**config.mk**
```make
export PLATFORM = sky130hd
export DESIGN_NAME = pio_reg_cycle
export DESIGN_NICKNAME = d
export VERILOG_FILES = /design/src/rtl/pio_reg_pkg.sv /design/src/rtl/pio_sel_decode.sv /design/src/rtl/pio_phase_seq.sv /design/src/rtl/pio_data_lane.sv /design/src/rtl/pio_reg_cycle.sv
export SDC_FILE = /design/constraint.sdc
export NUM_CORES = 1
export LEC_CHECK = 0
export CAP_MARGIN = 25
export CORE_ASPECT_RATIO = 1.2
export CORE_MARGIN = 2
export CORE_UTILIZATION = 31
export DETAILED_ROUTE_END_ITERATION = 8
export GPL_ROUTABILITY_DRIVEN = 1
export PLACE_DENSITY = 0.57
export SYNTH_ARGS = -nofsm -noshare
export SYNTH_HDL_FRONTEND = slang
export SYNTH_SLANG_ARGS = --single-unit
```
**constraint.sdc**
```tcl
create_clock -name clk -period 4.4 [get_ports clk]
set_input_delay 0.88 -clock clk [delete_from_list [all_inputs] [get_ports clk]]
set_output_delay 0.88 -clock clk [all_outputs]
set_load 0.05 [all_outputs]
```
**src/rtl/pio_reg_pkg.sv**
```systemverilog
`timescale 1ns/1ps
package pio_reg_pkg;

   typedef enum logic [1:0] {
      PH_IDLE   = 2'd0,
      PH_SETUP  = 2'd1,
      PH_STROBE = 2'd2,
      PH_HOLD   = 2'd3
   } phase_e;

   function automatic int unsigned max3(input int unsigned a, input int unsigned b,
                                        input int unsigned c);
      int unsigned m;
      m = (a > b) ? a : b;
      return (m > c) ? m : c;
   endfunction

endpackage

```
**src/rtl/pio_sel_decode.sv**
```systemverilog
`timescale 1ns/1ps
module pio_sel_decode #(
   parameter int unsigned ADDR_W    = 3,
   parameter int unsigned AUX_BASE  = 6,
   parameter int unsigned AUX_NUM   = 2,
   parameter int unsigned WIDE_ADDR = 0
) (
   input  logic              bank,
   input  logic [ADDR_W-1:0] addr,
   output logic              sel_ok,
   output logic              wide
);
   localparam logic [ADDR_W-1:0] AUX_LO = ADDR_W'(AUX_BASE);
   localparam logic [ADDR_W-1:0] AUX_HI = ADDR_W'(AUX_BASE + AUX_NUM - 1);
   localparam logic [ADDR_W-1:0] WIDE_A = ADDR_W'(WIDE_ADDR);

   initial begin
      if (AUX_NUM == 0 || AUX_BASE + AUX_NUM > (1 << ADDR_W))
         $error("auxiliary window does not fit the address space");
   end

   logic aux_hit;

   generate
      if (AUX_NUM == 1) begin : g_aux_single
         assign aux_hit = (addr == AUX_LO);
      end else begin : g_aux_range
         assign aux_hit = (addr >= AUX_LO) && (addr <= AUX_HI);
      end
   endgenerate

   assign sel_ok = !bank || aux_hit;
   assign wide   = !bank && (addr == WIDE_A);

endmodule

```
**src/rtl/pio_phase_seq.sv**
```systemverilog
`timescale 1ns/1ps
module pio_phase_seq
   import pio_reg_pkg::*;
#(
   parameter int unsigned SETUP_CYC  = 4,
   parameter int unsigned STROBE_CYC = 10,
   parameter int unsigned HOLD_CYC   = 2,
   parameter int unsigned WAIT_LIMIT = 256
) (
   input  logic   clk,
   input  logic   rst_n,
   input  logic   start,
   input  logic   sel_ok,
   input  logic   ready_in,
   output phase_e phase_o,
   output logic   accept_o,
   output logic   strobe_end_o,
   output logic   done_o,
   output logic   err_o
);
   localparam int unsigned CNT_MAX = max3(SETUP_CYC, STROBE_CYC, HOLD_CYC);
   localparam int unsigned CNT_W   = $clog2(CNT_MAX + 1);
   localparam int unsigned WAIT_W  = $clog2(WAIT_LIMIT + 1);
   localparam logic [CNT_W-1:0]  SET_LD = CNT_W'(SETUP_CYC - 1);
   localparam logic [CNT_W-1:0]  STR_LD = CNT_W'(STROBE_CYC - 1);
   localparam logic [CNT_W-1:0]  HLD_LD = CNT_W'(HOLD_CYC - 1);
   localparam logic [WAIT_W-1:0] WT_MAX = WAIT_W'(WAIT_LIMIT);

   phase_e            phase_q;
   logic [CNT_W-1:0]  cnt_q;
   logic [WAIT_W-1:0] wait_q;
   logic              tmo_q;
   logic              done_q;
   logic              err_q;
   logic              min_met;
   logic              give_up;

   assign accept_o     = (phase_q == PH_IDLE) && start;
   assign min_met      = (phase_q == PH_STROBE) && (cnt_q == '0);
   assign give_up      = (wait_q == WT_MAX);
   assign strobe_end_o = min_met && (ready_in || give_up);

   always_ff @(posedge clk or negedge rst_n) begin
      if (!rst_n) begin
         phase_q <= PH_IDLE;
         cnt_q   <= '0;
         wait_q  <= '0;
         tmo_q   <= 1'b0;
         done_q  <= 1'b0;
         err_q   <= 1'b0;
      end else begin
         done_q <= 1'b0;
         unique case (phase_q)
            PH_IDLE: begin
               if (start) begin
                  if (sel_ok) begin
                     phase_q <= PH_SETUP;
                     cnt_q   <= SET_LD;
                     tmo_q   <= 1'b0;
                  end else begin
                     done_q <= 1'b1;
                     err_q  <= 1'b1;
                  end
               end
            end
            PH_SETUP: begin
               if (cnt_q == '0) begin
                  phase_q <= PH_STROBE;
                  cnt_q   <= STR_LD;
                  wait_q  <= '0;
               end else begin
                  cnt_q <= cnt_q - 1'b1;
               end
            end
            PH_STROBE: begin
               if (cnt_q != '0) begin
                  cnt_q <= cnt_q - 1'b1;
               end else if (ready_in || give_up) begin
                  phase_q <= PH_HOLD;
                  cnt_q   <= HLD_LD;
                  tmo_q   <= !ready_in;
               end else begin
                  wait_q <= wait_q + 1'b1;
               end
            end
            PH_HOLD: begin
               if (cnt_q == '0) begin
                  phase_q <= PH_IDLE;
                  done_q  <= 1'b1;
                  err_q   <= tmo_q;
               end else begin
                  cnt_q <= cnt_q - 1'b1;
               end
            end
            default: phase_q <= PH_IDLE;
         endcase
      end
   end

   assign phase_o = phase_q;
   assign done_o  = done_q;
   assign err_o   = err_q;


   done_single_chk: assert property (@(posedge clk) disable iff (!rst_n)
      done_q |=> !done_q);


   wait_bound_chk: assert property (@(posedge clk) disable iff (!rst_n)
      (phase_q == PH_STROBE) |-> (wait_q <= WT_MAX));


   no_accept_busy_chk: assert property (@(posedge clk) disable iff (!rst_n)
      (phase_q != PH_IDLE) |=> !$past(accept_o));

endmodule

```
**src/rtl/pio_data_lane.sv**
```systemverilog
`timescale 1ns/1ps
module pio_data_lane #(
   parameter int unsigned DATA_W   = 16,
   parameter int unsigned NARROW_W = 8
) (
   input  logic              clk,
   input  logic              rst_n,
   input  logic              load,
   input  logic              load_wide,
   input  logic [DATA_W-1:0] req_wdata,
   input  logic              cap,
   input  logic              cur_wide,
   input  logic [DATA_W-1:0] bus_in,
   output logic [DATA_W-1:0] wdata_o,
   output logic [DATA_W-1:0] rdata_o
);
   logic [DATA_W-1:0] w_fit;
   logic [DATA_W-1:0] r_fit;
   logic [DATA_W-1:0] wdata_q;
   logic [DATA_W-1:0] rdata_q;

   generate
      if (NARROW_W >= DATA_W) begin : g_no_mask
         assign w_fit = req_wdata;
         assign r_fit = bus_in;
      end else begin : g_mask
         localparam int unsigned PAD_W = DATA_W - NARROW_W;
         assign w_fit = load_wide ? req_wdata
                                  : {{PAD_W{1'b0}}, req_wdata[NARROW_W-1:0]};
         assign r_fit = cur_wide ? bus_in
                                 : {{PAD_W{1'b0}}, bus_in[NARROW_W-1:0]};
      end
   endgenerate

   always_ff @(posedge clk or negedge rst_n) begin
      if (!rst_n) begin
         wdata_q <= '0;
         rdata_q <= '0;
      end else begin
         if (load) begin
            wdata_q <= w_fit;
            rdata_q <= '0;
         end else if (cap) begin
            rdata_q <= r_fit;
         end
      end
   end

   assign wdata_o = wdata_q;
   assign rdata_o = rdata_q;

endmodule

```
**src/rtl/pio_reg_cycle.sv**
```systemverilog
`timescale 1ns/1ps
module pio_reg_cycle
   import pio_reg_pkg::*;
#(
   parameter int unsigned DATA_W        = 16,
   parameter int unsigned NARROW_W      = 8,
   parameter int unsigned ADDR_W        = 3,
   parameter int unsigned AUX_BASE      = 6,
   parameter int unsigned AUX_NUM       = 2,
   parameter int unsigned CLK_PERIOD_PS = 8000,
   parameter int unsigned MIN_SETUP_PS  = 25000,
   parameter int unsigned MIN_STROBE_PS = 80000,
   parameter int unsigned SETUP_CYC     = 4,
   parameter int unsigned STROBE_CYC    = 10,
   parameter int unsigned HOLD_CYC      = 2,
   parameter int unsigned WAIT_LIMIT    = 256
) (
   input  logic              clk,
   input  logic              rst_n,
   input  logic              req_valid,
   input  logic              req_bank,
   input  logic [ADDR_W-1:0] req_addr,
   input  logic              req_write,
   input  logic [DATA_W-1:0] req_wdata,
   output logic              req_ready,
   output logic              rsp_done,
   output logic              rsp_err,
   output logic [DATA_W-1:0] rsp_rdata,
   output logic              ide_cs0_n,
   output logic              ide_cs1_n,
   output logic [ADDR_W-1:0] ide_addr,
   output logic              ide_rd_n,
   output logic              ide_wr_n,
   output logic              ide_ale,
   output logic [DATA_W-1:0] ide_data_out,
   output logic              ide_data_oe,
   input  logic [DATA_W-1:0] ide_data_in,
   input  logic              ide_ready
);
   initial begin
      if (SETUP_CYC * CLK_PERIOD_PS < MIN_SETUP_PS)
         $error("SETUP_CYC too short for the address setup minimum");
      if (STROBE_CYC * CLK_PERIOD_PS < MIN_STROBE_PS)
         $error("STROBE_CYC too short for the strobe width minimum");
      if (SETUP_CYC == 0 || STROBE_CYC == 0 || HOLD_CYC == 0 || WAIT_LIMIT == 0)
         $error("phase counts must be at least one");
      if (NARROW_W == 0 || NARROW_W > DATA_W)
         $error("NARROW_W must lie in 1..DATA_W");
   end

   phase_e            phase;
   logic              accept;
   logic              strobe_end;
   logic              sel_ok;
   logic              sel_wide;
   logic              bank_q;
   logic              write_q;
   logic              wide_q;
   logic [ADDR_W-1:0] addr_q;
   logic              busy;

   pio_sel_decode #(
      .ADDR_W   (ADDR_W),
      .AUX_BASE (AUX_BASE),
      .AUX_NUM  (AUX_NUM),
      .WIDE_ADDR(0)
   ) u_dec (
      .bank  (req_bank),
      .addr  (req_addr),
      .sel_ok(sel_ok),
      .wide  (sel_wide)
   );

   pio_phase_seq #(
      .SETUP_CYC (SETUP_CYC),
      .STROBE_CYC(STROBE_CYC),
      .HOLD_CYC  (HOLD_CYC),
      .WAIT_LIMIT(WAIT_LIMIT)
   ) u_seq (
      .clk         (clk),
      .rst_n       (rst_n),
      .start       (req_valid),
      .sel_ok      (sel_ok),
      .ready_in    (ide_ready),
      .phase_o     (phase),
      .accept_o    (accept),
      .strobe_end_o(strobe_end),
      .done_o      (rsp_done),
      .err_o       (rsp_err)
   );

   always_ff @(posedge clk or negedge rst_n) begin
      if (!rst_n) begin
         bank_q  <= 1'b0;
         write_q <= 1'b0;
         wide_q  <= 1'b0;
         addr_q  <= '0;
      end else if (accept && sel_ok) begin
         bank_q  <= req_bank;
         write_q <= req_write;
         wide_q  <= sel_wide;
         addr_q  <= req_addr;
      end
   end

   pio_data_lane #(
      .DATA_W  (DATA_W),
      .NARROW_W(NARROW_W)
   ) u_lane (
      .clk      (clk),
      .rst_n    (rst_n),
      .load     (accept && sel_ok),
      .load_wide(sel_wide),
      .req_wdata(req_wdata),
      .cap      (strobe_end && !write_q),
      .cur_wide (wide_q),
      .bus_in   (ide_data_in),
      .wdata_o  (ide_data_out),
      .rdata_o  (rsp_rdata)
   );

   assign busy        = (phase != PH_IDLE);
   assign req_ready   = !busy;
   assign ide_cs0_n   = !(busy && !bank_q);
   assign ide_cs1_n   = !(busy && bank_q);
   assign ide_addr    = addr_q;
   assign ide_rd_n    = !((phase == PH_STROBE) && !write_q);
   assign ide_wr_n    = !((phase == PH_STROBE) && write_q);
   assign ide_ale     = 1'b1;
   assign ide_data_oe = busy && write_q;

   logic cs_act;
   assign cs_act = !ide_cs0_n || !ide_cs1_n;


   strobe_excl_chk: assert property (@(posedge clk) disable iff (!rst_n)
      !(!ide_rd_n && !ide_wr_n));


   cs_excl_chk: assert property (@(posedge clk) disable iff (!rst_n)
      !(!ide_cs0_n && !ide_cs1_n));


   strobe_in_cs_chk: assert property (@(posedge clk) disable iff (!rst_n)
      (!ide_rd_n || !ide_wr_n) |-> cs_act);


   addr_steady_chk: assert property (@(posedge clk) disable iff (!rst_n)
      (cs_act && $past(cs_act)) |-> $stable(ide_addr));


   wdata_steady_chk: assert property (@(posedge clk) disable iff (!rst_n)
      (ide_data_oe && $past(ide_data_oe)) |-> $stable(ide_data_out));


   oe_not_read_chk: assert property (@(posedge clk) disable iff (!rst_n)
      !(ide_data_oe && !ide_rd_n));


   done_idle_chk: assert property (@(posedge clk) disable iff (!rst_n)
      rsp_done |-> (!cs_act && req_ready));

endmodule

```
==> flow_summary.rst <==
.. list-table::
   :header-rows: 1

   * - Metric
     - Value
   * - Status
     - finished clean
   * - Area of all placed cells without fillers
     - 3704 sq um
   * - Most frequent standard cell in the layout excluding fill and tap cells
     - sky130_fd_sc_hd__clkdlybuf4s50_1
   * - CTS sink cnt
     - 56
   * - Area of the die
     - 9324 sq um
   * - Clock tree from TritonCTS
     - yes
   * - Worst clock skew
     - 0.004724 ns
   * - Data arrival, critical path
     - 2.28 ns
   * - Commonest register cell after synthesis
     - sky130_fd_sc_hd__dfrtp_1
   * - Final routed wirelength across all metal layers
     - 6649 microns
   * - Average wire per cell in the routed design
     - 14.68 microns
   * - Post-synthesis register bit count
     - between 50 and 60
   * - 1st-iter DRT viols
     - 92
   * - Synth async-reset ratio
     - 100.0%
   * - Number of flops mapped to enable cells by yosys
     - 0
   * - Ports
     - 85
   * - Number of port buffers
     - 83
   * - Main area contributors after synthesis
     - sky130_fd_sc_hd__dfrtp_1, sky130_fd_sc_hd__a22o_1, sky130_fd_sc_hd__nand2_1, sky130_fd_sc_hd__ha_1, sky130_fd_sc_hd__a21oi_1
   * - Most frequent cells in the layout
     - sky130_fd_sc_hd__clkdlybuf4s50_1, sky130_fd_sc_hd__dfrtp_1, sky130_fd_sc_hd__nand2_1, sky130_fd_sc_hd__a22o_1, sky130_fd_sc_hd__inv_1
   * - Post-Synthesis Net Count
     - 301
   * - All-layer global routing usage
     - 14.72%
   * - Gate count of the mapped netlist
     - 252
   * - Fraction of post-synthesis cell area in the top cell type by area
     - 52.78%
   * - Maximum clock rate
     - 316.3 MHz
   * - Number of antenna violations at the first check in global routing
     - 0
   * - Number of global-route vias before repair
     - roughly 2200
   * - P&R area growth vs syn
     - 39.49%
   * - Total Negative Setup Slacks
     - 0 ns
   * - Floorplan row count
     - 37
   * - Endpoint class of the critical path
     - output pin
   * - Die extent in y
     - 105.4 microns
   * - Filler Cells Inserted
     - around 820
   * - Number of iterations in the first detailed-routing pass
     - 4
   * - VDD IR-drop max
     - 322.2 uV
   * - Std-Cell Core Area
     - 8472 sq um
   * - Post-Synthesis Cell Area
     - ~2700 sq um
   * - Pint
     - 1.332 mW
   * - Data required time of the critical path
     - 3.52 ns
   * - Largest buffer count on any clock path
     - 2
   * - Routed via count
     - around 2200
   * - Worst slew margin
     - 37.88%
   * - Setup repair after global routing missed its margin
     - no
   * - Net Sw Frac
     - 47.35%
   * - Final Critical Period
     - ~3.2 ns
   * - Combinational cell fraction of total power
     - 55.1%
   * - Cts repair resizes
     - 0
   * - Multi-input logic area
     - 1162 sq um
   * - Kind of start point of the critical path
     - register
   * - Initial core utilization
     - 31.34%
   * - X dimension of the die
     - 88.48 microns
   * - Number of H-tree levels
     - 2
   * - Leakage power total
     - 1.596 nW
   * - Cell at the root of the clock tree
     - sky130_fd_sc_hd__clkbuf_8
   * - Measured slew at the worst slew-check pin
     - 0.9297 ns
   * - Number of warning messages in the yosys log
     - 0
   * - Largest fanout of any net on the critical path
     - 14
   * - Number of buffers added by the clock tree synthesis step
     - 5
   * - Sequential cell area in the final layout
     - between 1000 and 1500 sq um
   * - Top cell type by total area after synthesis
     - sky130_fd_sc_hd__dfrtp_1
   * - Fraction of the yosys area taken by sequential cells
     - between 50% and 60%
   * - Reported net switching power
     - 1.198 mW
   * - Global route total overflow
     - 0
   * - Clk Latency, worst-skew pair
     - between 0.3 and 0.4 ns
   * - Share of power burned in registers
     - 32.9%
   * - Final weighted congestion in routability-driven placement
     - 0.8235
   * - Fraction of layout cells with a size suffix above 1
     - 6.250%
   * - Post-CTS setup-driven buffer insertion count
     - 0
   * - Final Hold Violating Endpoints
     - 0
   * - Number of routed nets with antenna violations
     - 0
   * - DP Wirelength
     - about 4800 microns
   * - Net total in the final layout
     - 384
   * - Via-per-instance ratio
     - 4.945
   * - Post-synthesis average cell area
     - 10.54 sq um
   * - Clock transition at path regs
     - about 0.1 ns
   * - Pins over their slew limit
     - 0
   * - Clock group share of total power
     - about an eighth
   * - Hold Path Class
     - register to register
   * - Maximum number of pins on one net before global-route repair
     - 57
   * - Residual DRC count
     - 0
   * - Final-report setup violation count
     - 0
   * - Power per standard cell area
     - 683.1 nW/um^2
   * - Final critical-path share of the clock period
     - 71.85%
   * - Type of the setup path with the least slack
     - register to output pin
   * - Post-CTS Hold Fix Bufs
     - 0
   * - Max Cap Viol
     - 0
   * - Wire length of the first global-routing pass
     - 10880 microns
   * - Count of unique library cells instantiated by Yosys
     - 49
   * - Antenna diodes
     - 0
   * - Placed Instance Area
     - 3607 sq um
==> metal layers <==
metal	wire length (microns)	vias to the layer above	track usage, %	part of all wire, %
li1	-	1079	-	-
met3	221	8	2.819	3.3
met4	106	0	4.004	1.6
met2	3446	55	24.81	52
met5	0	-	0	0
met1	2876	1098	19.09	43
==> state kept, by name (all words and copies together), names as in the netlist <==
| name | flops |
|---|---|
| u_seq.phase_o | 2 |
| u_lane.wdata_o | 16 |
| write_q | 1 |
| wide_q | 1 |
| bank_q | 1 |
| u_seq.wait_q | 9 |
| u_lane.rdata_o | 16 |
| u_seq.tmo_q | 1 |
| u_seq.done_o | 1 |
| ide_addr | 3 |
| u_seq.err_o | 1 |
| u_seq.cnt_q | 4 |
==> per-stage QoR <==
step	setup WS [ns]	cells	power (mW)	hold slack (ns)	util, %
finish	1.238	453	2.530	0.4835	43.72
detailed placement	1.432	445	2.246	0.4609	42.58
global placement	1.488	445	2.232	0.4586	42.58
global route	1.103	453	2.685	0.5118	43.72
floorplan	1.710	252	1.792	0.4508	-
CTS	1.203	453	2.559	0.4881	43.72
==> final cells by class <==
| type | instances | area share, % |
|---|---|---|
| well taps | 117 | 3.953 |
| multi-input cells | 173 | 31.39 |
| inverters | 13 | 1.318 |
| repair buffers | 86 | 22.91 |
| flip-flops and latches | 56 | 37.84 |
| clock inverters | 2 | 0.3716 |
| clock buffers | 6 | 2.230 |
==> path summary, 6_finish.rpt <==
kind / startpoint / endpoint / slack (ns) / depth (start not counted)
setup / recovery: u_seq.phase_o[0]$_DFFE_PN0P_ / ide_cs0_n / 1.24 / 4
hold reg to reg: u_lane.wdata_o[1]$_DFFE_PN0P_ / u_lane.wdata_o[1]$_DFFE_PN0P_ / 0.48 / 2
min in group asynchronous: rst_n / u_seq.cnt_q[2]$_DFFE_PN0P_ / 0.71 / 2
max in group asynchronous: rst_n / wide_q$_DFFE_PN0P_ / 3.23 / 2
hold / removal: u_lane.wdata_o[1]$_DFFE_PN0P_ / u_lane.wdata_o[1]$_DFFE_PN0P_ / 0.48 / 2
setup reg to reg: u_seq.phase_o[0]$_DFFE_PN0P_ / u_seq.wait_q[7]$_DFFE_PN0P_ / 1.70 / 6
==> synthesized netlist by cell type (2+ instances only) <==
cell and n:
sky130_fd_sc_hd__a211oi_1 4, sky130_fd_sc_hd__a21oi_1 12, sky130_fd_sc_hd__a32oi_1 2, sky130_fd_sc_hd__or3_1 2, sky130_fd_sc_hd__mux2i_1 3, sky130_fd_sc_hd__inv_1 13, sky130_fd_sc_hd__o22a_1 3, sky130_fd_sc_hd__or2_2 2
sky130_fd_sc_hd__a2111oi_0 2, sky130_fd_sc_hd__dfrtp_1 56, sky130_fd_sc_hd__o21ai_0 8, sky130_fd_sc_hd__o31a_1 2, sky130_fd_sc_hd__clkbuf_1 8, sky130_fd_sc_hd__a22o_1 24, sky130_fd_sc_hd__nor2_1 9, sky130_fd_sc_hd__nand2b_1 5
sky130_fd_sc_hd__nor2b_1 2, sky130_fd_sc_hd__nor4_4 2, sky130_fd_sc_hd__nand3_1 4, sky130_fd_sc_hd__ha_1 8, sky130_fd_sc_hd__o31ai_1 4, sky130_fd_sc_hd__or4_1 3, sky130_fd_sc_hd__nor3_1 4, sky130_fd_sc_hd__nand2_1 44
sky130_fd_sc_hd__nor4b_2 2
==> power by group through the flow <==
stage / Combinational [mW] / Clock (mW) / Sequential, mW
after global routing: 1.49 / 0.337 / 0.856
after detailed placement: 1.40 / 0 / 0.841
after global placement: 1.39 / 0 / 0.844
after floorplan: 0.637 / 0 / 1.15
final: 1.39 / 0.304 / 0.832
after CTS: 1.41 / 0.319 / 0.835
==> logic make-up after synthesis <==
group	count (synthesis)	synth area share (%)
AOI/OAI and AO/OA	71	20.03
xor gates and xnor gates	1	0.3299
adders and majority gates	8	3.770
buffers and inverters	23	3.440
DFF	56	52.78
muxes	4	1.555
other	1	0.1412
and+or+nand+nor	88	17.96
==> critical path: stages (launching register included) <==
cell and delay, ns:
sky130_fd_sc_hd__dfrtp_1 0.42, sky130_fd_sc_hd__inv_1 0.11, sky130_fd_sc_hd__ha_1 0.46, sky130_fd_sc_hd__or2_2 0.19, sky130_fd_sc_hd__clkdlybuf4s50_1 0.79
No activity file was read; power rests on OpenSTA's default activity.
